==> src/rtl/cla_pkg.sv <==
package cla_pkg;
    localparam int unsigned CLA_DATA_W  = 64;
    localparam int unsigned CLA_GROUP_W = 4;
    localparam int unsigned CLA_GROUPS  = 4;
    localparam logic        CLA_CARRY_IN = 1'b0;
endpackage

==> src/rtl/cla_lookahead.sv <==
// Generic lookahead unit: carries into each position in sum-of-products form,
// plus block generate / propagate for the next level up.
module cla_lookahead #(
    parameter int unsigned N = 4
) (
    input  logic [N-1:0] g,
    input  logic [N-1:0] p,
    input  logic         cin,
    output logic [N-1:0] c_pos,
    output logic         blk_g,
    output logic         blk_p
);
    always_comb begin
        logic prod;
        logic acc;
        c_pos    = '0;
        c_pos[0] = cin;
        for (int i = 1; i < N; i++) begin
            acc = 1'b0;
            for (int j = 0; j < i; j++) begin
                prod = g[j];
                for (int k = j + 1; k < i; k++) prod = prod & p[k];
                acc = acc | prod;
            end
            prod = cin;
            for (int k = 0; k < i; k++) prod = prod & p[k];
            c_pos[i] = acc | prod;
        end
        acc = 1'b0;
        for (int j = 0; j < N; j++) begin
            prod = g[j];
            for (int k = j + 1; k < N; k++) prod = prod & p[k];
            acc = acc | prod;
        end
        blk_g = acc;
        blk_p = &p;
    end
endmodule

==> src/rtl/cla_group.sv <==
// One lookahead group: column terms, internal carries, sum bits.
module cla_group #(
    parameter int unsigned GW = 4
) (
    input  logic [GW-1:0] a,
    input  logic [GW-1:0] b,
    input  logic          cin,
    output logic [GW-1:0] sum,
    output logic          grp_g,
    output logic          grp_p
);
    logic [GW-1:0] col_g;
    logic [GW-1:0] col_p;
    logic [GW-1:0] col_c;

    assign col_g = a & b;
    assign col_p = a | b;

    cla_lookahead #(.N(GW)) u_la (
        .g     (col_g),
        .p     (col_p),
        .cin   (cin),
        .c_pos (col_c),
        .blk_g (grp_g),
        .blk_p (grp_p)
    );

    assign sum = a ^ b ^ col_c;
endmodule

==> src/rtl/cla_section.sv <==
// Section of NG groups joined by a second-level lookahead unit.
module cla_section #(
    parameter int unsigned GW = 4,
    parameter int unsigned NG = 4,
    localparam int unsigned SW = GW * NG
) (
    input  logic [SW-1:0] a,
    input  logic [SW-1:0] b,
    input  logic          cin,
    output logic [SW-1:0] sum,
    output logic          cout
);
    logic [NG-1:0] grp_g;
    logic [NG-1:0] grp_p;
    logic [NG-1:0] grp_c;
    logic          sec_g;
    logic          sec_p;

    for (genvar gi = 0; gi < NG; gi++) begin : g_grp
        cla_group #(.GW(GW)) u_grp (
            .a     (a[gi*GW +: GW]),
            .b     (b[gi*GW +: GW]),
            .cin   (grp_c[gi]),
            .sum   (sum[gi*GW +: GW]),
            .grp_g (grp_g[gi]),
            .grp_p (grp_p[gi])
        );
    end

    cla_lookahead #(.N(NG)) u_lvl2 (
        .g     (grp_g),
        .p     (grp_p),
        .cin   (cin),
        .c_pos (grp_c),
        .blk_g (sec_g),
        .blk_p (sec_p)
    );

    assign cout = sec_g | (sec_p & cin);
endmodule

==> src/rtl/reg_cla_adder64.sv <==
// Register-in / register-out adder built from chained lookahead sections.
module reg_cla_adder64
    import cla_pkg::*;
#(
    parameter int unsigned WIDTH  = CLA_DATA_W,
    parameter int unsigned GW     = CLA_GROUP_W,
    parameter int unsigned NG     = CLA_GROUPS,
    localparam int unsigned SEC_W = GW * NG,
    localparam int unsigned N_SEC = WIDTH / SEC_W
) (
    input  logic             clk,
    input  logic             rst,
    input  logic [WIDTH-1:0] op_a,
    input  logic [WIDTH-1:0] op_b,
    output logic [WIDTH-1:0] sum_q,
    output logic             carry_q
);
    logic [WIDTH-1:0] a_q;
    logic [WIDTH-1:0] b_q;
    logic [WIDTH-1:0] sum_d;
    logic [N_SEC:0]   sec_c;

    assign sec_c[0] = CLA_CARRY_IN;

    for (genvar si = 0; si < N_SEC; si++) begin : g_sec
        cla_section #(.GW(GW), .NG(NG)) u_sec (
            .a    (a_q[si*SEC_W +: SEC_W]),
            .b    (b_q[si*SEC_W +: SEC_W]),
            .cin  (sec_c[si]),
            .sum  (sum_d[si*SEC_W +: SEC_W]),
            .cout (sec_c[si+1])
        );
    end

    always_ff @(posedge clk or posedge rst) begin
        if (rst) begin
            a_q     <= '0;
            b_q     <= '0;
            sum_q   <= '0;
            carry_q <= 1'b0;
        end else begin
            a_q     <= op_a;
            b_q     <= op_b;
            sum_q   <= sum_d;
            carry_q <= sec_c[N_SEC];
        end
    end
endmodule

==> config.mk <==
export PLATFORM = sky130hd
export DESIGN_NAME = reg_cla_adder64
export DESIGN_NICKNAME = d
export VERILOG_FILES = /design/src/rtl/cla_pkg.sv /design/src/rtl/cla_lookahead.sv /design/src/rtl/cla_group.sv /design/src/rtl/cla_section.sv /design/src/rtl/reg_cla_adder64.sv
export SDC_FILE = /design/constraint.sdc
export NUM_CORES = 1
export LEC_CHECK = 0
export BUFFER_PORTS_ARGS = -buffer_cell sky130_fd_sc_hd__buf_2
export CAP_MARGIN = 20
export CELL_PAD_IN_SITES_DETAIL_PLACEMENT = 1
export CELL_PAD_IN_SITES_GLOBAL_PLACEMENT = 2
export CORE_MARGIN = 3
export CORE_UTILIZATION = 37
export DETAILED_ROUTE_END_ITERATION = 10
export PLACE_DENSITY = 0.91
export SLEW_MARGIN = 10
export SYNTH_ARGS = -nofsm -noshare
export SYNTH_HDL_FRONTEND = slang
export SYNTH_HIERARCHICAL = 1
export SYNTH_SLANG_ARGS = --single-unit
==> constraint.sdc <==
create_clock -name clk -period 16.5 [get_ports clk]
set_clock_uncertainty 0.05 [all_clocks]
set_input_delay 2.475 -clock clk [delete_from_list [all_inputs] [get_ports clk]]
set_output_delay 2.475 -clock clk [all_outputs]
set_load 0.02 [all_outputs]
Yosys cells after proc, flatten, opt, wreduce, memory -nomap -nowiden --
Index checks and enable logic that the tools add are counted.
Operators by class: bitwise gates (word level) 418, reductions and logical operators 18
Operators by type and width (number):
- $and A1 B1 Y1 | 177
- $or A1 B1 Y1 | 177
- $xor A4 B4 Y4 | 32
- $and A4 B4 Y4 | 16
- $or A4 B4 Y4 | 16
- $reduce_and A4 Y1 | 15
- $reduce_and A16 Y1 | 3
Word-level totals: bits in registers 193, bits of input ports 130, output and inout port bits 65, word-level logic and storage cells 440

Logic depth before layout (Yosys ltp) --
Gate-level depths: netlist (run 1).
word-level depth 26, depth in mapped cells 17, gate-level depth less buffers 17

Hierarchy --
Netlist (run 1), hierarchy kept.
Modules (own cells, without submodules):
- reg_cla_adder64 | times used 1, cells each 195, area each 4837.1 um^2, seq. area each 4829.6 um^2
- cla_group | times used 16, cells each 24, area each 180.2 um^2, seq. area each 0.0 um^2
- cla_lookahead | times used 20, cells each 13, area each 67.6 um^2, seq. area each 0.0 um^2
- cla_section | times used 4, cells each 1, area each 7.5 um^2, seq. area each 0.0 um^2

Least setup slack after synthesis (run 1) --
Ideal clock, no wire load.
path type register -> output, start register carry_q, end output carry_q, arrival time 0.416 ns, required time 13.975 ns, path slack 13.559 ns, stages on the path, launching flop included 1, buffers on the path 0, cell sequence dfrtp_1
RTL lines:
- start, declared | RTL line reg_cla_adder64.sv:16 | output logic carry_q
- start signal, assigned | RTL line reg_cla_adder64.sv:45 | carry_q <= sec_c[N_SEC];
No word-level cell between the ends.

==> results of run 1 <==
stage by stage:
| step | power (mW) | utilization |
|---|---|---|
| 2_1_floorplan | 0.704 | - |
| 5_1_grt | 1.25 | 0.458 |
| 3_3_place_gp | 0.778 | 0.434 |
| 6_report | 1.18 | 0.458 |
| 3_5_place_dp | 0.787 | 0.434 |
| 4_1_cts | 1.20 | 0.458 |
placed cells by master (no fill, tap or decap):
cell type / n
a21o_1: 24
clkinv_2: 3
clkbuf_1: 1
clkbuf_16: 17
buf_2: 194
a21oi_2: 20
clkinv_4: 1
o21ai_0: 40
clkbuf_8: 1
inv_2: 20
xor2_1: 64
nand2_1: 60
inv_1: 192
nor2_1: 20
clkinvlp_4: 3
dfrtp_1: 193
a21oi_1: 60
bufinv_16: 1
inv_6: 2
conb_1: 3
ha_1: 128
buf_4: 1
inv_8: 4
path summary, 6_finish.rpt:
check                               start         to  slack [ns]  cells past startpoint
worst max-delay path                  rst  sum_q[16]       12.83                      3
worst min-delay path              b_q[16]  sum_q[16]        0.61                      3
worst max register to register     a_q[1]  sum_q[62]       13.00                     16
worst min register to register    b_q[16]  sum_q[16]        0.61                      3
max in group clk                sum_q[54]  sum_q[54]       12.97                      1
min in group asynchronous             rst    a_q[39]        2.16                      2
critical path, stage by stage:
cell and delay, ns:
buf_2 0.13, inv_8 0.55, buf_4 0.84
Yosys cell counts:
cell and number:
o21ai_0 40, inv_1 193, inv_2 20, buf_4 20, a21oi_1 60, a21oi_2 20, conb_1 1, dfrtp_1 193
nor2_1 20, a21o_1 24, xor2_1 64, ha_1 128, nand2_1 60
area by class of cell:
class / count / area, sq um
clock buffer: 19 / 443
clock inverter: 13 / 128
fill: 2735 / 12900
inverter: 213 / 807
multi-input combinational: 419 / 3330
sequential: 193 / 4830
tap: 319 / 399
timing repair buffer: 195 / 978
where the power goes:
part           switching, mW  leakage [nW]  internal, mW  total, mW
Clock                  0.189         0.275         0.216      0.405
Combinational          0.146          3.55        0.0823      0.228
Sequential            0.0217          2.25         0.524      0.546
sequential cells by signal, indices dropped and copies added (netlist names):
name,cells
a_q,64
b_q,64
sum_q,64
carry_q,1
per-layer routing:
layer | vias up | GRT usage | part of all wire
met4 | 0 | 0.0569 | 0.021
li1 | 2923 | - | -
met5 | - | 0 | 0
met1 | 2868 | 0.182 | 0.42
met3 | 26 | 0.0285 | 0.037
met2 | 125 | 0.283 | 0.52
cell families (layout without fill, tap and decap cells):
| kind of cell | count (synthesis) | in the layout | synth area share |
|---|---|---|---|
| AO/OA/AOI/OAI | 144 | 144 | 0.0940 |
| XOR/XNOR | 64 | 64 | 0.0616 |
| adder cells (fa/ha/maj) | 128 | 128 | 0.176 |
| buffers and inverters | 233 | 440 | 0.104 |
| flip-flops | 193 | 193 | 0.531 |
| other | 1 | 3 | 0.000412 |
| AND/OR/NAND/NOR | 80 | 80 | 0.0330 |
==> metrics.md, run 1 <==
| Metric | Value |
|---|---|
| Antenna viol nets, final | `0` |
| CORE AREA | `23800 sq um` |
| First-pass GRT wire length | `around 33000 microns` |
| GP Congestion | `roughly 0.8` |
| Dominant cells by area after synthesis | `dfrtp_1 (53%), ha_1 (18%), inv_1 (8.0%)` |
| Final period util | `0.222` |
| Status | `complete, no violations` |
| WL final | `19900 microns` |
| Synth warn | `6` |
| Synthesized flop and latch total | `approximately 190` |
| Root buf cell | `clkbuf_16` |
| Antenna violations before repair | `0` |
| Design Area, Final | `about 11000 sq um` |
| Worst-path clk slew | `~0.070 ns` |
| Fin. max-slew vios | `0` |
| Avg Cell Area, Syn | `~11 sq um` |
| Buffer levels on the longest clock path | `2` |
| Total gr overflow | `0` |
| Post-placement cell area | `between 10000 and 15000 sq um` |
| DRT iter0 DRCs | `between 150 and 200` |
| Post-CTS Setup Inserts | `0` |
| Setup TNS | `0 ns` |
| Synth top area share | `0.531` |
| Starting Density | `0.382` |
| Max capacitance violation total | `0` |
| Routed wire per std cell | `between 10 and 15 microns` |
| Critical path class | `in -> async` |
| I/O pin count | `around 200` |
| Synthesized cell area | `approximately 9000 sq um` |
| Ratio of cells with drive above 1 in the final layout | `0.254` |
| RSZ-0062 raised after global routing | `no` |
| Post-synthesis cell count | `843` |
| H-tree levels | `4` |
| Final Hold Vio Count | `0` |
| Power Dens Cells | `~110 nW/um^2` |
| Peak Freq | `~270 MHz` |
| # rows | `56` |
| Slew @ Worst Pin | `~0.9 ns` |
| Setup ws final | `12.83 ns` |
| Vias in the first global route | `6823` |
| CTS tree | `done` |
| Finished Layout Cells | `between 1000 and 1500` |
| Tightest Hold Check Type | `reg -> reg` |
| Global Route Usage Sum | `0.155` |
| Critical Path Sink Type | `async pin` |
| Die width | `between 150 and 200 microns` |
| Worst setup SP type | `input port` |
| Hold slack | `0.612 ns` |
| CTS buffer count | `17` |
| Nets | `about 1300` |
| Gates resized, CTS repair | `0` |
| Clk_lat worst skew | `0.43 ns` |
| Final setup violation count | `0` |
| Final Critical Period | `3.67 ns` |
| Peak VDD IR | `45.5 uV` |
| CTS hold repair buffers | `0` |
| P_leak | `a little over 6 nW` |
| DP Worst Slack | `12.24 ns` |
| Layout area overhead | `19.9%` |
| I/O Buffers | `approximately 190` |
| Critical path fanouts, max | `120` |
| First-pass DRT Iterations | `6` |
| Vias | `about 5900` |
| Die Ht | `roughly 160 microns` |
| Clk sinks | `just under 200` |
| Antenna Cells | `0` |
| Vias/cell | `between 4 and 5` |
| Post-synth cell types | `13` |
| Placed Cells | `around 1300` |
| CP Data Required Time | `between 15 and 20 ns` |
| Largest net degree at the start of global routing | `121` |
| Critical path arrival | `4.05 ns` |
| DR DRC count | `0` |
| Sequential fraction of the synthesis area | `0.531` |
| Slew Limit Headroom | `0.404` |
| Top cell type by total area after synthesis | `dfrtp_1` |
| Die ar. | `between 20000 and 30000 sq um` |
| DP Wirelength | `15800 microns` |
(Power assumes the default switching activity.)
==> run 2: changes to the inputs <==
CORE_UTILIZATION = 35   (was 37)
PLACE_DENSITY = 0.87   (was 0.91)
clock period = 3.7 ns   (was 16.5 ns; I/O delays follow)
==> run 2 against run 1 <==
Net effect:
- sequential share of layout area decreased by 0.29 points
- worst hold slack got worse by 0.43 ns
- global-route usage decreased by 1.0 points
- critical endpoint is now sum_q[63]
- clock-buffer cell count decreased by 1
- largest cell class unchanged
- flip-flop and latch count unchanged
- utilization decreased by 2.6 points
- critical path depth increased by 12
- highest routed layer is now met5
- non-clock buffer count increased by 1
- cell area increased by 0.65%
- die area increased by 5.5%
- power increased to 4.5 times the previous value
==> metrics.md, run 2 (synthesis gave the netlist of run 1 again) <==
| Metric | Value |
|---|---|
| Status | `complete, no violations` |
| Commonest non-fill, non-tap cell in the layout | `buf_2` |
| Switch share | `0.307 (+0.00444)` |
| WL met2 | `10100 microns (-2.6%)` |
| Nets | `1298 (+0.077%)` |
| Biggest regs | `a_q (64), b_q (64), sum_q (64)` |
| Vias/cell | `4.28 (-1.3%)` |
| P_leak | `6.10 nW (+0.38%)` |
| I/O pin count | `195 (unchanged)` |
| Global Route Usage Sum | `0.145 (-0.0102)` |
| DRT iter0 DRCs | `164 (-15%)` |
| Highest Signal Layer | `met5` |
| Critical Path Sink Type | `flip-flop` |
| Antenna viol nets, final | `0 (unchanged)` |
| H-tree levels | `4 (unchanged)` |
| Vias in the first global route | `6717 (-1.6%)` |
| Ratio of cells with drive above 1 in the final layout | `0.255 (+0.000709)` |
| DRT met1 WL | `8340 microns (-0.36%)` |
| CP Data Required Time | `3.99 ns (-12.89 ns)` |
| Slew Limit Headroom | `0.577 (+0.173)` |
| Routed wire per std cell | `14.1 microns (-3.0%)` |
| Worst-path clk slew | `0.08 ns (about the same)` |
| # rows | `58 (+3.6%)` |
| Root buf cell | `clkbuf_16` |
| Routed wl met3 | `852 microns (+17%)` |
| Power Dens Cells | `483 nW/um^2 (+350%)` |
| Final Hold Vio Count | `0 (unchanged)` |
| First-pass DRT Iterations | `4 (-2)` |
| Setup ws final | `0.413 ns (-12.42 ns)` |
| DP Wirelength | `15600 microns (-1.3%)` |
| Antenna violations before repair | `1 (+1)` |
| First-pass GRT wire length | `32900 microns (+1.1%)` |
| Final Critical Period | `between 3 and 4 ns` |
| I/O Buffers | `194 (unchanged)` |
| Clk sinks | `193 (unchanged)` |
| Fin. max-slew vios | `0 (unchanged)` |
| Psw | `1.63 mW (+360%)` |
| Die Ht | `167 microns (+2.7%)` |
| Final period util | `0.888` |
| Layout area overhead | `20.7%` |
| Tightest Hold Check Type | `in -> reg` |
| Total power draw | `5.31 mW (+350%)` |
| WL final | `19400 microns (-2.2%)` |
| Total gr overflow | `0 (unchanged)` |
| CTS buffer count | `17 (unchanged)` |
| Peak VDD IR | `264 uV (+480%)` |
| Die width | `167 microns (+2.7%)` |
| CORE AREA | `25400 sq um (+6.6%)` |
| CTS tree | `done` |
| DP Worst Slack | `0.218 ns (-12.02 ns)` |
| Critical path fanouts, max | `4 (-97%)` |
| GP Congestion | `0.773 (-2.5%)` |
| Leading cell types in the layout, fill and taps excluded | `buf_2 (194), dfrtp_1 (193), inv_1 (192), ha_1 (128), xor2_1 (64)` |
| Worst setup SP type | `flip-flop` |
| Slew @ Worst Pin | `0.635 ns (-0.260 ns)` |
| Post-CTS Setup Inserts | `0 (unchanged)` |
| Buffer levels on the longest clock path | `2 (unchanged)` |
| Setup TNS | `0 ns (unchanged)` |
| Sequential group share of total power | `0.458 (-0.005)` |
| Starting Density | `0.358 (-0.0237)` |
| Peak Freq | `304 MHz` |
| Int Power | `3.68 mW (+350%)` |
| Critical path class | `reg -> reg` |
| RSZ-0062 raised after global routing | `no` |
| Die ar. | `28000 sq um (+5.5%)` |
| Antenna Cells | `0 (unchanged)` |
| DR DRC count | `0 (unchanged)` |
| Max capacitance violation total | `0 (unchanged)` |
| Clk network pwr share | `0.352 (+0.009)` |
| Critical path arrival | `3.57 ns (-0.48 ns)` |
| Filler cells | `2879 (+5.3%)` |
| Final setup violation count | `0 (unchanged)` |
| Vias | `5919 (-0.39%)` |
| Logic pwr share | `0.191 (-0.002)` |
| Largest net degree at the start of global routing | `112 (-7.4%)` |
| Clk_lat worst skew | `0.42 ns (about the same)` |
-- run 2: critical path, stage by stage (launching register included) --
cell and delay, ns:
dfrtp_1 0.36, inv_1 0.05, ha_1 0.19, inv_1 0.09, a21oi_1 0.07, o21ai_0 0.32, a21oi_1 0.07, o21ai_0 0.18
a21o_1 0.23, a21o_1 0.29, a21o_1 0.28, a21oi_2 0.10, o21ai_0 0.39, a21oi_2 0.12, o21ai_0 0.22, xor2_1 0.18
-- run 2: per-stage QoR --
stage	hold WS (ns)	instance area (sq um)	utilization	instances
floorplan	0.536	9110	-	845
global placement	0.591	10400	0.409	1351
detailed placement	0.604	10400	0.409	1351
CTS	0.148	11000	0.433	1383
global route	0.139	11000	0.433	1383
finish	0.180	11000	0.433	1383
-- run 2: worst paths after layout --
| path | start | end | slack, ns | depth (start not counted) |
|---|---|---|---|---|
| max | a_q[5] | sum_q[63] | 0.41 | 15 |
| min | op_a[45] | a_q[45] | 0.18 | 1 |
| max reg2reg | a_q[5] | sum_q[63] | 0.41 | 15 |
| min reg2reg | b_q[30] | sum_q[30] | 0.61 | 3 |
| max in group asynchronous | rst | sum_q[6] | 2.83 | 3 |
| min in group asynchronous | rst | a_q[37] | 0.21 | 3 |
-- run 2: what timing repair did --
| action | 4_1_cts | 5_1_grt |
|---|---|---|
| endpoints found under the setup margin | 0 | 1 |
| hold buffers | 0 | 0 |
| endpoints found under the hold margin | 0 | 0 |
| resized for setup | 0 | 1 |
-- run 2: power by group through the flow --
stage,registers (mW),clock network (mW),logic [mW]
floorplan,2.66,0,0.475
global placement,2.47,0,1.01
detailed placement,2.47,0,1.03
CTS,2.43,1.95,1.04
global route,2.46,2.05,1.13
finish,2.43,1.87,1.01
-- run 2: layout make-up --
type	count	area, sq um	area share
Clock inverter	14	170	0.0155
Inverter	213	803	0.0731
Multi-Input combinational cell	419	3330	0.303
Timing Repair Buffer	196	1010	0.0920
Clock buffer	18	429	0.0391
Sequential cell	193	4830	0.440
Tap cell	330	413	0.0376
-- run 2: routing by layer --
metal,vias to the layer above,GRT usage
met3,10,0.0347
met5,-,0
met2,122,0.264
li1,2931,-
met4,2,0.0299
met1,2854,0.176
